[src/rtl/hbs_pkg.sv]
`timescale 1ns/1ps
package hbs_pkg;

   typedef enum logic [1:0] {
      ST_IDLE   = 2'd0,
      ST_ACTIVE = 2'd1,
      ST_ACK    = 2'd2
   } hbs_state_e;

   // Minimum acknowledge edge for a ratio code
   function automatic int unsigned min_edges(input logic [1:0] code,
                                             input int unsigned m1,
                                             input int unsigned m2,
                                             input int unsigned m3,
                                             input int unsigned m4);
      case (code)
         2'd0:    min_edges = m1;
         2'd1:    min_edges = m2;
         2'd2:    min_edges = m3;
         default: min_edges = m4;
      endcase
   endfunction

   function automatic int unsigned max4(input int unsigned a, input int unsigned b,
                                        input int unsigned c, input int unsigned d);
      int unsigned m;
      m = a;
      if (b > m) m = b;
      if (c > m) m = c;
      if (d > m) m = d;
      max4 = m;
   endfunction

endpackage

[src/rtl/hbs_cycle_ctrl.sv]
`timescale 1ns/1ps
module hbs_cycle_ctrl
   import hbs_pkg::*;
#(
   parameter int unsigned CNT_W  = 6,
   parameter int unsigned MIN_D1 = 8,
   parameter int unsigned MIN_D2 = 11,
   parameter int unsigned MIN_D3 = 13,
   parameter int unsigned MIN_D4 = 18
) (
   input  logic       clk,
   input  logic       rst_n,
   input  logic       cs_n_i,
   input  logic       as_n_i,
   input  logic       uds_n_i,
   input  logic       lds_n_i,
   input  logic       rw_i,
   input  logic [1:0] cfg_div_i,
   input  logic       rd_ready_i,
   output hbs_state_e state_o,
   output logic       accept_o,
   output logic       cont_o,
   output logic       cap_wr_o,
   output logic       ack_go_o,
   output logic       is_read_o
);

   localparam logic [CNT_W-1:0] CNT_SAT  = {CNT_W{1'b1}};
   localparam logic [CNT_W-1:0] CAP_EDGE = CNT_W'(2);

   hbs_state_e       state_q, state_d;
   logic [CNT_W-1:0] cnt_q, cnt_inc, min_q;
   logic             rd_q;
   logic             any_strobe, abort, ready;

   assign any_strobe = ~uds_n_i | ~lds_n_i;
   assign accept_o   = (state_q == ST_IDLE) & ~cs_n_i & ~as_n_i & any_strobe;
   assign abort      = (state_q == ST_ACTIVE) & (as_n_i | cs_n_i);
   assign cont_o     = (state_q == ST_ACTIVE) & ~abort;
   assign cnt_inc    = cnt_q + CNT_W'(1);
   assign ready      = rd_q ? rd_ready_i : 1'b1;
   assign ack_go_o   = cont_o & (cnt_inc >= min_q) & ready;
   assign cap_wr_o   = cont_o & ~rd_q & (cnt_q == CAP_EDGE);
   assign is_read_o  = rd_q;
   assign state_o    = state_q;

   always_comb begin
      state_d = state_q;
      case (state_q)
         ST_IDLE:   if (accept_o) state_d = ST_ACTIVE;
         ST_ACTIVE: begin
            if (abort)         state_d = ST_IDLE;
            else if (ack_go_o) state_d = ST_ACK;
         end
         ST_ACK:    if (as_n_i) state_d = ST_IDLE;
         default:   state_d = ST_IDLE;
      endcase
   end

   always_ff @(posedge clk) begin
      if (!rst_n) begin
         state_q <= ST_IDLE;
         cnt_q   <= '0;
         min_q   <= '0;
         rd_q    <= 1'b0;
      end else begin
         state_q <= state_d;
         if (accept_o) begin
            cnt_q <= CNT_W'(1);
            min_q <= CNT_W'(min_edges(cfg_div_i, MIN_D1, MIN_D2, MIN_D3, MIN_D4));
            rd_q  <= rw_i;
         end else if (cont_o && cnt_q != CNT_SAT) begin
            cnt_q <= cnt_inc;
         end
      end
   end

endmodule

[src/rtl/hbs_wr_buffer.sv]
`timescale 1ns/1ps
module hbs_wr_buffer #(
   parameter int unsigned DW = 16
) (
   input  logic          clk,
   input  logic          rst_n,
   input  logic          cap_i,
   input  logic          uds_n_i,
   input  logic          lds_n_i,
   input  logic [DW-1:0] data_i,
   output logic [DW-1:0] wbuf_o,
   output logic [1:0]    be_o
);

   localparam int unsigned LANE_W = DW / 2;

   logic [1:0] lane_en;
   assign lane_en = {~uds_n_i, ~lds_n_i};

   for (genvar g = 0; g < 2; g++) begin : g_lane
      logic [LANE_W-1:0] lane_q;
      always_ff @(posedge clk) begin
         if (!rst_n) begin
            lane_q <= '0;
         end else if (cap_i && lane_en[g]) begin
            lane_q <= data_i[g*LANE_W +: LANE_W];
         end
      end
      assign wbuf_o[g*LANE_W +: LANE_W] = lane_q;
   end

   always_ff @(posedge clk) begin
      if (!rst_n)     be_o <= 2'b00;
      else if (cap_i) be_o <= lane_en;
   end

endmodule

[src/rtl/hbs_rd_path.sv]
`timescale 1ns/1ps
module hbs_rd_path #(
   parameter int unsigned DW     = 16,
   parameter int unsigned RD_LAT = 2
) (
   input  logic          clk,
   input  logic          rst_n,
   input  logic          accept_i,
   input  logic          cont_i,
   input  logic          in_cycle_i,
   input  logic          is_read_i,
   input  logic          uds_n_i,
   input  logic          lds_n_i,
   input  logic [DW-1:0] rd_data_i,
   output logic          ready_o,
   output logic [DW-1:0] data_o,
   output logic          data_oe_o
);

   logic          ready_q;
   logic [DW-1:0] rbuf_q;
   logic          take;

   if (RD_LAT == 1) begin : g_lat_one
      // Sample on the first edge after the request pulse
      logic armed_q;
      assign take = cont_i & armed_q & ~ready_q;
      always_ff @(posedge clk) begin
         if (!rst_n)        armed_q <= 1'b0;
         else if (accept_i) armed_q <= 1'b0;
         else if (cont_i)   armed_q <= 1'b1;
      end
   end else begin : g_lat_cnt
      localparam int unsigned LW = $clog2(RD_LAT + 1);
      localparam logic [LW-1:0] LAT_END = LW'(RD_LAT);
      logic [LW-1:0] lat_q;
      assign take = cont_i & ~ready_q & (lat_q == LAT_END);
      always_ff @(posedge clk) begin
         if (!rst_n)                         lat_q <= '0;
         else if (accept_i)                  lat_q <= '0;
         else if (cont_i && lat_q != LAT_END) lat_q <= lat_q + LW'(1);
      end
   end

   always_ff @(posedge clk) begin
      if (!rst_n) begin
         ready_q <= 1'b0;
         rbuf_q  <= '0;
      end else if (accept_i) begin
         ready_q <= 1'b0;
      end else if (take) begin
         ready_q <= 1'b1;
         rbuf_q  <= rd_data_i;
      end
   end

   assign ready_o   = ready_q;
   assign data_o    = rbuf_q;
   assign data_oe_o = in_cycle_i & is_read_i & (~uds_n_i | ~lds_n_i);

endmodule

[src/rtl/hbs_bus_slave.sv]
`timescale 1ns/1ps
module hbs_bus_slave
   import hbs_pkg::*;
#(
   parameter int unsigned AW     = 16,
   parameter int unsigned DW     = 16,
   parameter int unsigned RD_LAT = 2,
   parameter int unsigned MIN_D1 = 8,
   parameter int unsigned MIN_D2 = 11,
   parameter int unsigned MIN_D3 = 13,
   parameter int unsigned MIN_D4 = 18
) (
   input  logic          clk,
   input  logic          rst_n,
   input  logic [1:0]    cfg_div_i,
   input  logic          cs_n_i,
   input  logic          as_n_i,
   input  logic          uds_n_i,
   input  logic          lds_n_i,
   input  logic          rw_i,
   input  logic          mr_i,
   input  logic [AW-1:0] addr_i,
   input  logic [DW-1:0] data_i,
   output logic [DW-1:0] data_o,
   output logic          data_oe_o,
   output logic          dtack_n_o,
   output logic          dtack_oe_o,
   output logic          req_o,
   output logic          req_we_o,
   output logic          req_mr_o,
   output logic [AW-1:0] req_addr_o,
   output logic [1:0]    req_be_o,
   output logic [DW-1:0] req_wdata_o,
   input  logic [DW-1:0] rd_data_i
);

   localparam int unsigned MIN_MAX = max4(MIN_D1, MIN_D2, MIN_D3, MIN_D4);
   localparam int unsigned CNT_W   = $clog2(MIN_MAX + 2) + 1;

   if (DW < 2 || (DW % 2) != 0) begin : g_bad_dw
      $error("DW must be an even width of at least 2");
   end
   if (MIN_D1 < 4 || MIN_D2 < 4 || MIN_D3 < 4 || MIN_D4 < 4) begin : g_bad_min
      $error("minimum acknowledge edges must be at least 4");
   end
   if (RD_LAT < 1) begin : g_bad_lat
      $error("RD_LAT must be at least 1");
   end
   if (AW < 1) begin : g_bad_aw
      $error("AW must be at least 1");
   end

   hbs_state_e    state;
   logic          accept, cont, cap_wr, ack_go, is_read, rd_ready, in_cycle;
   logic [DW-1:0] wbuf;
   logic [1:0]    wbe;

   hbs_cycle_ctrl #(
      .CNT_W (CNT_W),
      .MIN_D1(MIN_D1), .MIN_D2(MIN_D2), .MIN_D3(MIN_D3), .MIN_D4(MIN_D4)
   ) u_ctrl (
      .clk       (clk),
      .rst_n     (rst_n),
      .cs_n_i    (cs_n_i),
      .as_n_i    (as_n_i),
      .uds_n_i   (uds_n_i),
      .lds_n_i   (lds_n_i),
      .rw_i      (rw_i),
      .cfg_div_i (cfg_div_i),
      .rd_ready_i(rd_ready),
      .state_o   (state),
      .accept_o  (accept),
      .cont_o    (cont),
      .cap_wr_o  (cap_wr),
      .ack_go_o  (ack_go),
      .is_read_o (is_read)
   );

   hbs_wr_buffer #(.DW(DW)) u_wbuf (
      .clk    (clk),
      .rst_n  (rst_n),
      .cap_i  (cap_wr),
      .uds_n_i(uds_n_i),
      .lds_n_i(lds_n_i),
      .data_i (data_i),
      .wbuf_o (wbuf),
      .be_o   (wbe)
   );

   assign in_cycle = (state == ST_ACTIVE) | (state == ST_ACK);

   hbs_rd_path #(.DW(DW), .RD_LAT(RD_LAT)) u_rd (
      .clk       (clk),
      .rst_n     (rst_n),
      .accept_i  (accept),
      .cont_i    (cont),
      .in_cycle_i(in_cycle),
      .is_read_i (is_read),
      .uds_n_i   (uds_n_i),
      .lds_n_i   (lds_n_i),
      .rd_data_i (rd_data_i),
      .ready_o   (rd_ready),
      .data_o    (data_o),
      .data_oe_o (data_oe_o)
   );

   // Acknowledge line: driven high as soon as selected, low only in ACK
   assign dtack_oe_o = (state != ST_IDLE) | (~cs_n_i & ~as_n_i);
   assign dtack_n_o  = ~((state == ST_ACK) & ~as_n_i);

   // Internal request port
   always_ff @(posedge clk) begin
      if (!rst_n) begin
         req_o       <= 1'b0;
         req_we_o    <= 1'b0;
         req_mr_o    <= 1'b0;
         req_addr_o  <= '0;
         req_be_o    <= 2'b00;
         req_wdata_o <= '0;
      end else begin
         req_o <= 1'b0;
         if (accept) begin
            req_addr_o <= addr_i;
            req_mr_o   <= mr_i;
            req_we_o   <= 1'b0;
            req_be_o   <= {~uds_n_i, ~lds_n_i};
            req_o      <= rw_i;
         end else if (ack_go && !is_read) begin
            req_o       <= 1'b1;
            req_we_o    <= 1'b1;
            req_be_o    <= wbe;
            req_wdata_o <= wbuf;
         end
      end
   end

endmodule

[config.mk]
export PLATFORM = sky130hd
export DESIGN_NAME = hbs_bus_slave
export DESIGN_NICKNAME = d
export VERILOG_FILES = /design/src/rtl/hbs_pkg.sv /design/src/rtl/hbs_cycle_ctrl.sv /design/src/rtl/hbs_wr_buffer.sv /design/src/rtl/hbs_rd_path.sv /design/src/rtl/hbs_bus_slave.sv
export SDC_FILE = /design/constraint.sdc
export NUM_CORES = 1
export LEC_CHECK = 0
export ABC_AREA = 1
export BUFFER_PORTS_ARGS = -buffer_cell sky130_fd_sc_hd__buf_2
export CORE_MARGIN = 5
export CORE_UTILIZATION = 45
export CTS_BUF_LIST = sky130_fd_sc_hd__clkbuf_4 sky130_fd_sc_hd__clkbuf_8
export DETAILED_ROUTE_END_ITERATION = 12
export GPL_ROUTABILITY_DRIVEN = 0
export GPL_TIMING_DRIVEN = 0
export PLACE_DENSITY = 0.8
export SLEW_MARGIN = 20
export SYNTH_ARGS = -nofsm -noshare
export SYNTH_HDL_FRONTEND = slang
export SYNTH_HIERARCHICAL = 1
export SYNTH_SLANG_ARGS = --single-unit
[constraint.sdc]
create_clock -name clk -period 2.7 [get_ports clk]
set_input_delay 0.405 -clock clk [delete_from_list [all_inputs] [get_ports clk]]
set_output_delay 0.405 -clock clk [all_outputs]
set_load 0.02 [all_outputs]
==> metrics.md <==
| Metric | Value |
|---|---|
| Top-Level Pins | `~110` |
| Total Routed Length | `approximately 9400 um` |
| Pin slew with the least headroom to its limit | `between 0.4 and 0.5 ns` |
| Cell Area, Placed | `around 4700 um^2` |
| Clock Tree Root | `clkbuf_8` |
| Final ANT Viol Nets | `0` |
| Crit end category | `register` |
| Top-count cell post-synth | `nor2_1` |
| Area delta synth->final | `22.54%` |
| DRT Pass-1 Iters | `4` |
| Worst hold path depth | `3` |
| Synth Cell Area | `around 4000 um^2` |
| Total Power | `approximately 0.0026 W` |
| Unrepaired setup endpoints after global routing | `no` |
| Post-CTS sizing | `0` |
| Mapped Nets | `roughly 640` |
| Post-synth EDFFs | `0` |
| Largest family of logic cells by synthesized area | `simple AND/OR/NAND/NOR gates` |
| Critical path required time | `roughly 3 ns` |
| Setup repair bufs after CTS | `0` |
| Share of the synthesized area in the top cell type | `between 40 and 50%` |
| Initial Util | `a little under half` |
| Die Ht | `104.7 um` |
| Clock Sinks | `88` |
| First-pass GRT wire length | `16660 um` |
| Leakage | `2.687 nW` |
| Worst reg2reg path depth | `14` |
| Final Instance Area | `a little under 5000 um^2` |
| Net Sw Frac | `25.94%` |
| Commonest cells in the netlist | `nor2_1 (133), nand2_1 (103), dfxtp_1 (88)` |
| Synth unique cells | `30` |
| NetSw | `roughly 0.00067 W` |
| Initial antenna violation count | `1` |
| Rows | `34` |
| Top FF cell, synth | `dfxtp_1` |
| P_int | `0.001906 W` |
| DR iter-0 viols | `116` |
| Synth Area in Simple Gates | `between 30 and 40%` |
| Wire length per cell | `11.69 um` |
| Global-route usage over all layers | `between 10% and 20%` |
| Final Hold Viols | `0` |
| GRT overflow | `0` |
| Pin count of the biggest net entering global routing | `16` |
| Worst flop-to-flop path endpoint | `req_wdata_o[5]` |
| Compound-cell area share of the yosys netlist | `8.308%` |
| Cells after Synth | `approximately 570` |
| Fin crit share | `85.93%` |
| Worst hold path type | `primary input to register` |
| # setup viols final | `0` |
| Vias per cell | `roughly 4.7` |
| CTS tree | `yes` |
| Num CTS Buffers | `9` |
| Clock power frac | `between 30% and 40%` |
| Share of the yosys chip area belonging to registers | `around 44%` |
| Layout cells sized above 1 | `between 20% and 30%` |
| Ant diodes | `0` |
| Number of remaining DRC errors | `0` |
| Worst Setup SP | `u_ctrl/cnt_q[0]` |
| Total vias in the final route | `about 3800` |
| HPWL after detailed placement | `between 7000 and 8000 um` |
| Core area | `between 8000 and 9000 um^2` |
| Sequential Power Share | `between 50% and 60%` |
| CTS Hold Bufs | `0` |
| Die area | `between 10000 and 15000 um^2` |
| Arrival time worst endpoint | `about 2.6 ns` |
| Post-synthesis async set-or-reset flop share | `0%` |
| Tmin final | `2.320 ns` |
| Max cap viols | `0` |
| Fin util | `56.71%` |
| Nature of the critical path startpoint | `register` |
| Peak Freq | `around 430 MHz` |
| Slew HR | `around 73%` |
| Chip Width | `between 100 and 150 um` |
| Worst skew pair latency | `~0.36 ns` |
| Final Max Slew Viols | `0` |
| Status | `finished clean` |
| Mux share of post-synthesis cell area | `0%` |
| Area leader, netlist | `dfxtp_1` |
| WS Path Type | `register to register` |
| Worst vdd ir | `about 0.00027 V` |
| Htree depth | `3` |
| Hold EP | `req_addr_o[2]` |
| Post-Route Setup TNS | `0 ns` |
| Post-Synth Adder-Cell Area | `under 10%` |
| Final Skew | `between 0.01 and 0.015 ns` |
| Synthesis warning total | `6` |
| Clock tree buffer depth | `2` |
| Syn avg cell area | `between 7 and 8 um^2` |
| Hold path start | `addr_i[2]` |
| R2R Path Start | `u_ctrl/cnt_q[0]` |
| Logic pwr share | `10.9%` |
| CP Max Fanout | `10` |
| Final nets | `between 700 and 800` |
| Post-Synth XOR/XNOR Area | `less than 1%` |
| Reg clk slew, reported paths | `0.10 ns` |
| Synth Register Bits | `88` |
| R2R setup slack | `approximately 0.38 ns` |
| IO buf count | `113` |
| Pwr per Cell Area | `~520 nW/um^2` |
| Synth top area cells | `dfxtp_1 (44%), nor2_1 (12%), nand2_1 (9.6%)` |
| Layout fillers | `808` |
| Vias in the first global route | `roughly 3800` |
metrics by stage:
step / hold slack [ns] / worst slack (ns) / instances
2_1_floorplan: 0.4347 / 0.6457 / 567
3_3_place_gp: 0.4512 / 0.4322 / 788
3_5_place_dp: 0.4543 / 0.3652 / 788
4_1_cts: 0.2568 / 0.3630 / 804
5_1_grt: 0.2616 / 0.1153 / 804
6_report: 0.2675 / 0.3798 / 804
state kept, by name, summed over array words and instances (netlist names):
signal / cells
u_ctrl/cnt_q: 6
req_addr_o: 16
u_wbuf/be_o: 2
u_ctrl/is_read_o: 1
req_we_o: 1
u_ctrl/state_o: 2
req_be_o: 2
u_wbuf/g_lane.lane_q: 16
u_rd/ready_o: 1
u_ctrl/min_q: 5
u_rd/data_o: 16
req_wdata_o: 16
u_rd/g_lat_cnt.lat_q: 2
req_o: 1
req_mr_o: 1
logic make-up (layout without fill, tap and decap cells):
family / after synthesis / in the layout
AOI/OAI and AO/OA: 62 / 62
xor gates and xnor gates: 4 / 4
adders and majority gates: 13 / 13
buffers and inverters: 113 / 242
DFF: 88 / 88
and+or+nand+nor: 287 / 287
layout make-up:
class / instances / area, um^2 / share of cell area [%]
Buffer: 23 / 186.4 / 3.769
Clock buffer: 11 / 145.1 / 2.934
Clock inverter: 5 / 63.81 / 1.290
Inverter: 90 / 342.8 / 6.931
Multi-Input combinational cell: 366 / 1745 / 35.29
Sequential cell: 88 / 1762 / 35.62
Tap cell: 108 / 135.1 / 2.732
Timing Repair Buffer: 113 / 565.5 / 11.43
power groups by stage:
stage	Clock [W]	Sequential, W	Combinational (W)
2_1_floorplan	0	0.00140	0.000143
3_3_place_gp	0	0.00138	0.000273
3_5_place_dp	0	0.00138	0.000282
4_1_cts	0.000972	0.00135	0.000283
5_1_grt	0.00102	0.00135	0.000321
6_report	0.000946	0.00135	0.000281
worst max-delay path, cell delays in order (launching register included):
cell     delay (ns)
dfxtp_1        0.43
ha_1           0.23
nand2_1        0.09
nor2_2         0.17
xor2_1         0.16
inv_1          0.07
ha_1           0.27
nand2_1        0.06
nand2_1        0.07
nand2_2        0.07
inv_1          0.14
nand3_4        0.12
buf_4          0.19
nor2_1         0.11
nor2_1         0.05
worst max-delay path by stage:
stage | slack, ns | cells after the start | to
final | 0.38 | 14 | req_wdata_o[5]
after global routing | 0.12 | 19 | req_wdata_o[15]
after CTS | 0.36 | 18 | req_wdata_o[5]
after detailed placement | 0.37 | 18 | req_wdata_o[5]
after global placement | 0.43 | 18 | req_wdata_o[4]
after floorplan | 0.65 | 18 | req_wdata_o[0]
placed cells by master, fill, tap and decap left out, drive strengths merged:
cell	Yosys	layout
nand3	39	39
clkinvlp	0	1
dfxtp	88	88
clkbuf	1	12
or3	1	1
nor2	142	142
a211oi	1	1
o22ai	1	1
ha	13	13
a21oi	31	31
nor4	1	1
buf	22	135
inv	90	91
bufinv	0	1
o21a	1	1
o21ai	27	27
a31oi	1	1
clkinv	0	2
nand2	104	104
xor2	4	4
routing by layer:
| metal | track usage (%) | routed length [um] | up-vias | share of wire, % |
|---|---|---|---|---|
| met4 | 6.941 | 180 | 2 | 1.9 |
| met1 | 20.64 | 3924 | 1657 | 42 |
| met5 | 0 | 11 | - | 0.12 |
| met2 | 31.13 | 4608 | 103 | 49 |
| li1 | - | - | 1971 | - |
| met3 | 4.747 | 672 | 18 | 7.2 |
Note: power is estimated with default switching activity, not from simulation.
